<file path="src/rtl/vio_irq_pkg.sv">
package vio_irq_pkg;
  localparam int unsigned NUM_SRC = 4;   // status bits
  localparam int unsigned AXI_SRC = 3;   // violation pulse sources (bits 3:1)
  localparam int unsigned STAT_OFS = 'h00;
  localparam int unsigned MASK_OFS = 'h04;

  typedef struct packed {
    logic rd_stat;
    logic rd_mask;
    logic wr_stat;
    logic wr_mask;
    logic bad;
  } acc_t;
endpackage

</file>
<file path="src/rtl/vio_apb_dec.sv">
module vio_apb_dec
  import vio_irq_pkg::*;
#(
  parameter int unsigned ADDR_W = 12,
  parameter int unsigned DATA_W = 32
) (
  input  logic               clk,
  input  logic               rst_n,
  input  logic               psel_i,
  input  logic               penable_i,
  input  logic               pwrite_i,
  input  logic [ADDR_W-1:0]  paddr_i,
  input  logic [NUM_SRC-1:0] stat_i,
  input  logic [NUM_SRC-1:0] mask_i,
  output acc_t               acc_o,
  output logic [DATA_W-1:0]  prdata_o,
  output logic               pready_o,
  output logic               pslverr_o
);
  localparam int unsigned PAD_W = DATA_W - NUM_SRC;

  logic access;
  logic hit_stat;
  logic hit_mask;

  always_comb begin
    access   = psel_i & penable_i;
    hit_stat = (paddr_i == ADDR_W'(STAT_OFS));
    hit_mask = (paddr_i == ADDR_W'(MASK_OFS));

    acc_o.rd_stat = access & ~pwrite_i & hit_stat;
    acc_o.rd_mask = access & ~pwrite_i & hit_mask;
    acc_o.wr_stat = access &  pwrite_i & hit_stat;
    acc_o.wr_mask = access &  pwrite_i & hit_mask;
    acc_o.bad     = access & ~hit_stat & ~hit_mask;

    prdata_o = '0;
    if (acc_o.rd_stat) prdata_o = {{PAD_W{1'b0}}, stat_i};
    if (acc_o.rd_mask) prdata_o = {{PAD_W{1'b0}}, mask_i};

    pready_o  = 1'b1;
    pslverr_o = acc_o.bad;
  end

  // error response only in an access phase
  a_r8_err_in_access: assert property (@(posedge clk) disable iff (!rst_n)
    pslverr_o |-> (psel_i && penable_i));
  // implemented offsets never answer with an error
  a_r8_no_err_on_hit: assert property (@(posedge clk) disable iff (!rst_n)
    (acc_o.rd_stat || acc_o.wr_stat || acc_o.rd_mask || acc_o.wr_mask) |-> !pslverr_o);
endmodule

</file>
<file path="src/rtl/vio_stat_core.sv">
module vio_stat_core
  import vio_irq_pkg::*;
(
  input  logic               clk,
  input  logic               rst_n,
  input  logic [AXI_SRC-1:0] vio_i,
  input  acc_t               acc_i,
  input  logic [NUM_SRC-1:0] wdata_i,
  output logic [NUM_SRC-1:0] stat_o,
  output logic [NUM_SRC-1:0] mask_o,
  output logic               irq_o
);
  logic [NUM_SRC-1:0] stat_q, stat_d;
  logic [NUM_SRC-1:0] mask_q, mask_d;
  logic [NUM_SRC-1:0] set_v, clr_v;
  logic               axi_busy;
  logic               stat_en, mask_en;

  // next state
  always_comb begin
    axi_busy = |stat_q[NUM_SRC-1:1];
    set_v    = {(axi_busy ? {AXI_SRC{1'b0}} : vio_i), acc_i.bad};
    clr_v    = acc_i.wr_stat ? wdata_i : '0;
    stat_d   = (stat_q & ~clr_v) | set_v;
    stat_en  = (|set_v) | (|clr_v);
    mask_en  = acc_i.wr_mask;
    mask_d   = wdata_i;
  end

  // registers
  always_ff @(posedge clk or negedge rst_n) begin
    if (!rst_n) begin
      stat_q <= '0;
      mask_q <= '1;
    end else begin
      if (stat_en) stat_q <= stat_d;
      if (mask_en) mask_q <= mask_d;
    end
  end

  always_comb begin
    stat_o = stat_q;
    mask_o = mask_q;
    irq_o  = |(stat_q & ~mask_q);
  end

  // cleared bits without a competing set read zero afterwards
  a_r3_w1c_clears: assert property (@(posedge clk) disable iff (!rst_n)
    (acc_i.wr_stat && !(|vio_i) && !acc_i.bad) |=> ((stat_q & $past(wdata_i)) == '0));
  // first AXI cause is held until software clears
  a_r6_first_held: assert property (@(posedge clk) disable iff (!rst_n)
    (axi_busy && !acc_i.wr_stat) |=> $stable(stat_q[NUM_SRC-1:1]));
  // every pulse on an idle AXI field is latched, even against a clear
  a_r9_set_wins: assert property (@(posedge clk) disable iff (!rst_n)
    (!axi_busy && (|vio_i)) |=> ((stat_q[NUM_SRC-1:1] & $past(vio_i)) == $past(vio_i)));
  // a bad access leaves the error bit set
  a_r8_err_flag: assert property (@(posedge clk) disable iff (!rst_n)
    acc_i.bad |=> stat_q[0]);
  // nothing unmasked means no interrupt
  a_r5_quiet_when_masked: assert property (@(posedge clk) disable iff (!rst_n)
    ((&mask_q) || (stat_q == '0)) |-> !irq_o);
endmodule

</file>
<file path="src/rtl/vio_irq_stat.sv">
module vio_irq_stat
  import vio_irq_pkg::*;
#(
  parameter int unsigned ADDR_W = 12,
  parameter int unsigned DATA_W = 32
) (
  input  logic              clk,
  input  logic              rst_n,
  input  logic              vio_sec_i,
  input  logic              vio_wr_i,
  input  logic              vio_rd_i,
  input  logic              psel_i,
  input  logic              penable_i,
  input  logic              pwrite_i,
  input  logic [ADDR_W-1:0] paddr_i,
  input  logic [DATA_W-1:0] pwdata_i,
  output logic [DATA_W-1:0] prdata_o,
  output logic              pready_o,
  output logic              pslverr_o,
  output logic              irq_o
);
  acc_t               acc;
  logic [NUM_SRC-1:0] stat;
  logic [NUM_SRC-1:0] mask;
  logic [AXI_SRC-1:0] vio;

  assign vio = {vio_sec_i, vio_wr_i, vio_rd_i};

  vio_apb_dec #(.ADDR_W(ADDR_W), .DATA_W(DATA_W)) dec_i (
    .clk       (clk),
    .rst_n     (rst_n),
    .psel_i    (psel_i),
    .penable_i (penable_i),
    .pwrite_i  (pwrite_i),
    .paddr_i   (paddr_i),
    .stat_i    (stat),
    .mask_i    (mask),
    .acc_o     (acc),
    .prdata_o  (prdata_o),
    .pready_o  (pready_o),
    .pslverr_o (pslverr_o)
  );

  vio_stat_core core_i (
    .clk     (clk),
    .rst_n   (rst_n),
    .vio_i   (vio),
    .acc_i   (acc),
    .wdata_i (pwdata_i[NUM_SRC-1:0]),
    .stat_o  (stat),
    .mask_o  (mask),
    .irq_o   (irq_o)
  );

  // ready in every access phase
  a_r10_ready: assert property (@(posedge clk) disable iff (!rst_n)
    (psel_i && penable_i) |-> pready_o);
endmodule

</file>
<file path="config.mk">
export PLATFORM = sky130hd
export DESIGN_NAME = vio_irq_stat
export DESIGN_NICKNAME = d
export VERILOG_FILES = /design/src/rtl/vio_irq_pkg.sv /design/src/rtl/vio_apb_dec.sv /design/src/rtl/vio_stat_core.sv /design/src/rtl/vio_irq_stat.sv
export SDC_FILE = /design/constraint.sdc
export NUM_CORES = 1
export LEC_CHECK = 0
export BUFFER_PORTS_ARGS = -buffer_cell sky130_fd_sc_hd__buf_2
export CAP_MARGIN = 20
export CORE_ASPECT_RATIO = 1.1
export CORE_UTILIZATION = 31
export CTS_BUF_LIST = sky130_fd_sc_hd__clkbuf_8
export DETAILED_ROUTE_END_ITERATION = 6
export PLACE_DENSITY = 0.78
export SLEW_MARGIN = 20
export SYNTH_ARGS = -nofsm -noshare
export SYNTH_HDL_FRONTEND = slang
export SYNTH_HIERARCHICAL = 1
export SYNTH_SLANG_ARGS = --single-unit
</file>
<file path="constraint.sdc">
create_clock -name clk -period 0.8 [get_ports clk]
set_input_delay 0.12 -clock clk [delete_from_list [all_inputs] [get_ports clk]]
set_output_delay 0.12 -clock clk [all_outputs]
set_load 0.02 [all_outputs]
</file>
# == After elaboration in Yosys (flattened, before gate mapping) ==
# Index checks and enable logic that the tools add are counted.
# totals
mem_bits_rw,0
mem_count,0
latch_bits,0
regBits,8
wordCells,30
mem_bits_ro,0
# classes
eq_ne,1
bitwise,18
n_lt_le_gt_ge,0
shifts,0
multipliers,0
mux,4
div,0
n_reduce_logical,5
n_addsub,0
# ops
cell,n
$eq 12x3->1 const B,1
$logic_not 12->1,1
$mux 4,3
$reduce_or 4->1,3
$and 1x1->1,9
$and 4x4->4,2
$not 4->4,2
$or 4x4->4,1
$mux 3,1
$not 1->1,3
$reduce_or 3->1,1
$or 1x1->1,1

# == Longest topological paths before layout ==
# depth
word_depth,7
mapped_depth,5
mapped_depth_nobuf,5

# == Hierarchy ==
# Netlist, hierarchy kept.
# modules_own_cells
mod,n_inst,area_per_inst_um2,cells_each
vio_apb_dec,1,407.9,58
vio_stat_core,1,341.6,26

# == Least setup slack after synthesis ==
# No wires, ideal clock.
# synth_timing
path_type,input to register
startpoint,input paddr_i[9]
endpoint,register core_i.mask_q[0] (netlist: core_i/mask_o[0])
t_required_ns,0.718
stages,4
path_slack_ns,-0.828
arrival_ns,1.545
path_cell_list,nor4_2 nand2_1 nor4_1 mux2_2
# synth_lines
element,line,source
"start, declared",vio_irq_stat.sv:15,"input logic [ADDR_W-1:0] paddr_i,"
"end signal, assigned",vio_stat_core.sv:37,if (mask_en) mask_q <= mask_d;
"end, declared",vio_stat_core.sv:14,"logic [NUM_SRC-1:0] mask_q, mask_d;"

# == Worst setup path after layout ==
# layout_timing
startpoint,register core_i.mask_q[2] (netlist: core_i/mask_o[2])
endpoint,output irq_o
# layout_via
elab_chain_len,3
# layout_rtl
element,line,source
$not 4->4,vio_stat_core.sv:44,irq_o = |(stat_q & ~mask_q);
$and 4x4->4,vio_stat_core.sv:44,
$reduce_or 4->1,vio_stat_core.sv:44,
"end, declared",vio_irq_stat.sv:20,output logic irq_o
# No other way between the ends.

==> flow_metrics.py <==
metrics = {
    "sta": {
        "hold_viol_final": 0,
        "finalCritPeriodShare_pct": 163,
        "drv_slew": 0,
        "fin_skew_ns": 0.000305,
        "fin_hold_ws_ns": 0.148,
        "finalSetupViolations": 14,
        "grt_setup_unrepaired": "yes",
        "finalSetupTns_ns": -5.87,
        "fin_ws_ns": -0.504,
        "fmax_mhz": 767,
        "min_period_ns": 1.30,
    },
    "setup_path": {
        "reg2regPathDepth": 3,
        "critPathLaunchType": "flip-flop",
        "crit_fanout": 3,
        "required_ns": 0.68,
        "critPathArrivalTime_ns": 1.18,
        "endpoint_kind": "output pin",
        "path_class": "reg2out",
    },
    "finish": {
        "num_antenna_cells": 0,
        "syn_to_final_growth_pct": 52.6,
        "drive_gt1_share_pct": 52.9,
        "nets": 172,
    },
    "pwr": {
        "leakage_nw": 0.535,
        "powerDensity_nw_per_um2": 1350,
        "ir_drop_v": 0.00139,
    },
    "synth": {
        "syn_avg_cell_area_um2": 9.07,
        "synth_cells": 80,
        "syn_area_um2": 726,
        "ys_warn_count": 6,
    },
    "place": {
        "portBuffers": 29,
        "gp_congestion": 0.790,
        "hpwl_mm": 1.36,
    },
    "drt": {
        "drt_wl_total_mm": 1.74,
        "first_iter_violations": 0,
        "vias_per_cell": 4.12,
        "ant_nets": 0,
        "vias": 614,
        "wl_per_cell_um": 11.6,
        "drc": 0,
        "firstDrtPassIters": 1,
    },
    "job": {
        "max_cap_violations": 0,
    },
    "clock_network": {
        "cts_htree_levels": 1,
        "cts.sinks": 8,
        "cts.reportedPaths.clkPinSlew_ns": 0.05,
        "cts-root-buf": "clkbuf_8",
        "cts_tree": "done",
        "clock_latency_ns": 0.23,
        "cts.path.max_buffers": 2,
        "cts_buffers": 3,
    },
    "floorplan": {
        "dieWidth_um": 48.1,
        "placementRows": 18,
        "start_util_pct": 32.5,
        "core-area_um2": 2230,
        "io_pins": 87,
        "die_h_um": 52.7,
        "dieArea_um2": 2540,
    },
    "global_route": {
        "grt_max_degree": 9,
        "grt_overflow": 0,
        "track_usage_pct": 15.2,
        "antenna_found_initial": 0,
        "grt_pass1_vias": 602,
        "grt_pass1_wl_mm": 2.63,
    },
    "hold_path": {
        "hold_depth": 2,
        "min_path_type": "in2reg",
    },
    "run_status": {
        "outcome": "finished with violations",
        "violations": "setup timing",
    },
}
## layer usage
metal	GRT usage, %	part of all wire [%]	wire length, um	vias to the layer above
met5	0	0	0	-
met4	1.39	0	0	0
met3	3.10	5.2	90	0
met2	30.4	59	1030	36
met1	15.7	36	617	287
li1	-	-	-	291
## repair_timing
item,in CTS,in global routing
buffers inserted,1,2
hold buffers,1,0
pin swaps,4,5
setup endpoints to repair,14,14
endpoints found under the hold margin,8,0
resized for setup,18,5
## registers in the layout (all words and copies together) (netlist names)
signal,count
core_i/stat_o,4
core_i/mask_o,4
## cell type report
cell class | count | area (um^2)
flip-flops and latches | 8 | 205
clock inverters | 1 | 3.75
repair buffers | 39 | 295
clock buffers | 3 | 41.3
multi-input cells | 67 | 520
well taps | 30 | 37.5
fillers | 201 | 1120
inverters | 1 | 3.75
## path summary, 6_finish.rpt
kind	startpoint	endpoint	slack, ns
min in group asynchronous	rst_n	core_i/stat_o[1]	0.27
max in group asynchronous	rst_n	core_i/mask_o[0]	0.28
max reg2reg	core_i/stat_o[1]	core_i/stat_o[1]	-0.19
max	core_i/mask_o[2]	irq_o	-0.50
min	vio_sec_i	core_i/stat_o[3]	0.15
min reg2reg	core_i/stat_o[0]	core_i/stat_o[0]	0.59
## where the power goes
part	switching, mW	internal [mW]
combinational	0.301	0.211
sequential	0.0449	0.453
clock	0.157	0.332
## worst max-delay path, stage by stage, from the launching register on
cell and delay, ns:
dfstp_2 0.55, nand2b_4 0.14, o2111ai_4 0.12, buf_6 0.15
## stage by stage
step           instances  setup slack (ns)  total power, mW  util (%)  cell area [um^2]
2_1_floorplan        107            -0.507            0.927         -               930
3_3_place_gp         141            -0.661            0.966      41.6               928
3_5_place_dp         141            -0.693            0.982      41.6               928
4_1_cts              147            -0.502             1.49      47.8              1070
5_1_grt              149            -0.543             1.59      49.7              1110
6_report             149            -0.504             1.50      49.7              1110
## placed cells by master, fill, tap and decap left out, types with 2 or more instances in the layout
cell type / n
buf_2: 18
nor4_4: 4
dfstp_2: 4
conb_1: 29
nand2b_4: 2
buf_6: 12
buf_4: 8
clkbuf_8: 3
nor2_4: 4
mux2i_1: 4
nand2_1: 6
a32o_1: 2
mux2_4: 4
inv_1: 2
dfrtp_1: 4
Note: power is estimated with default switching activity, not from simulation.
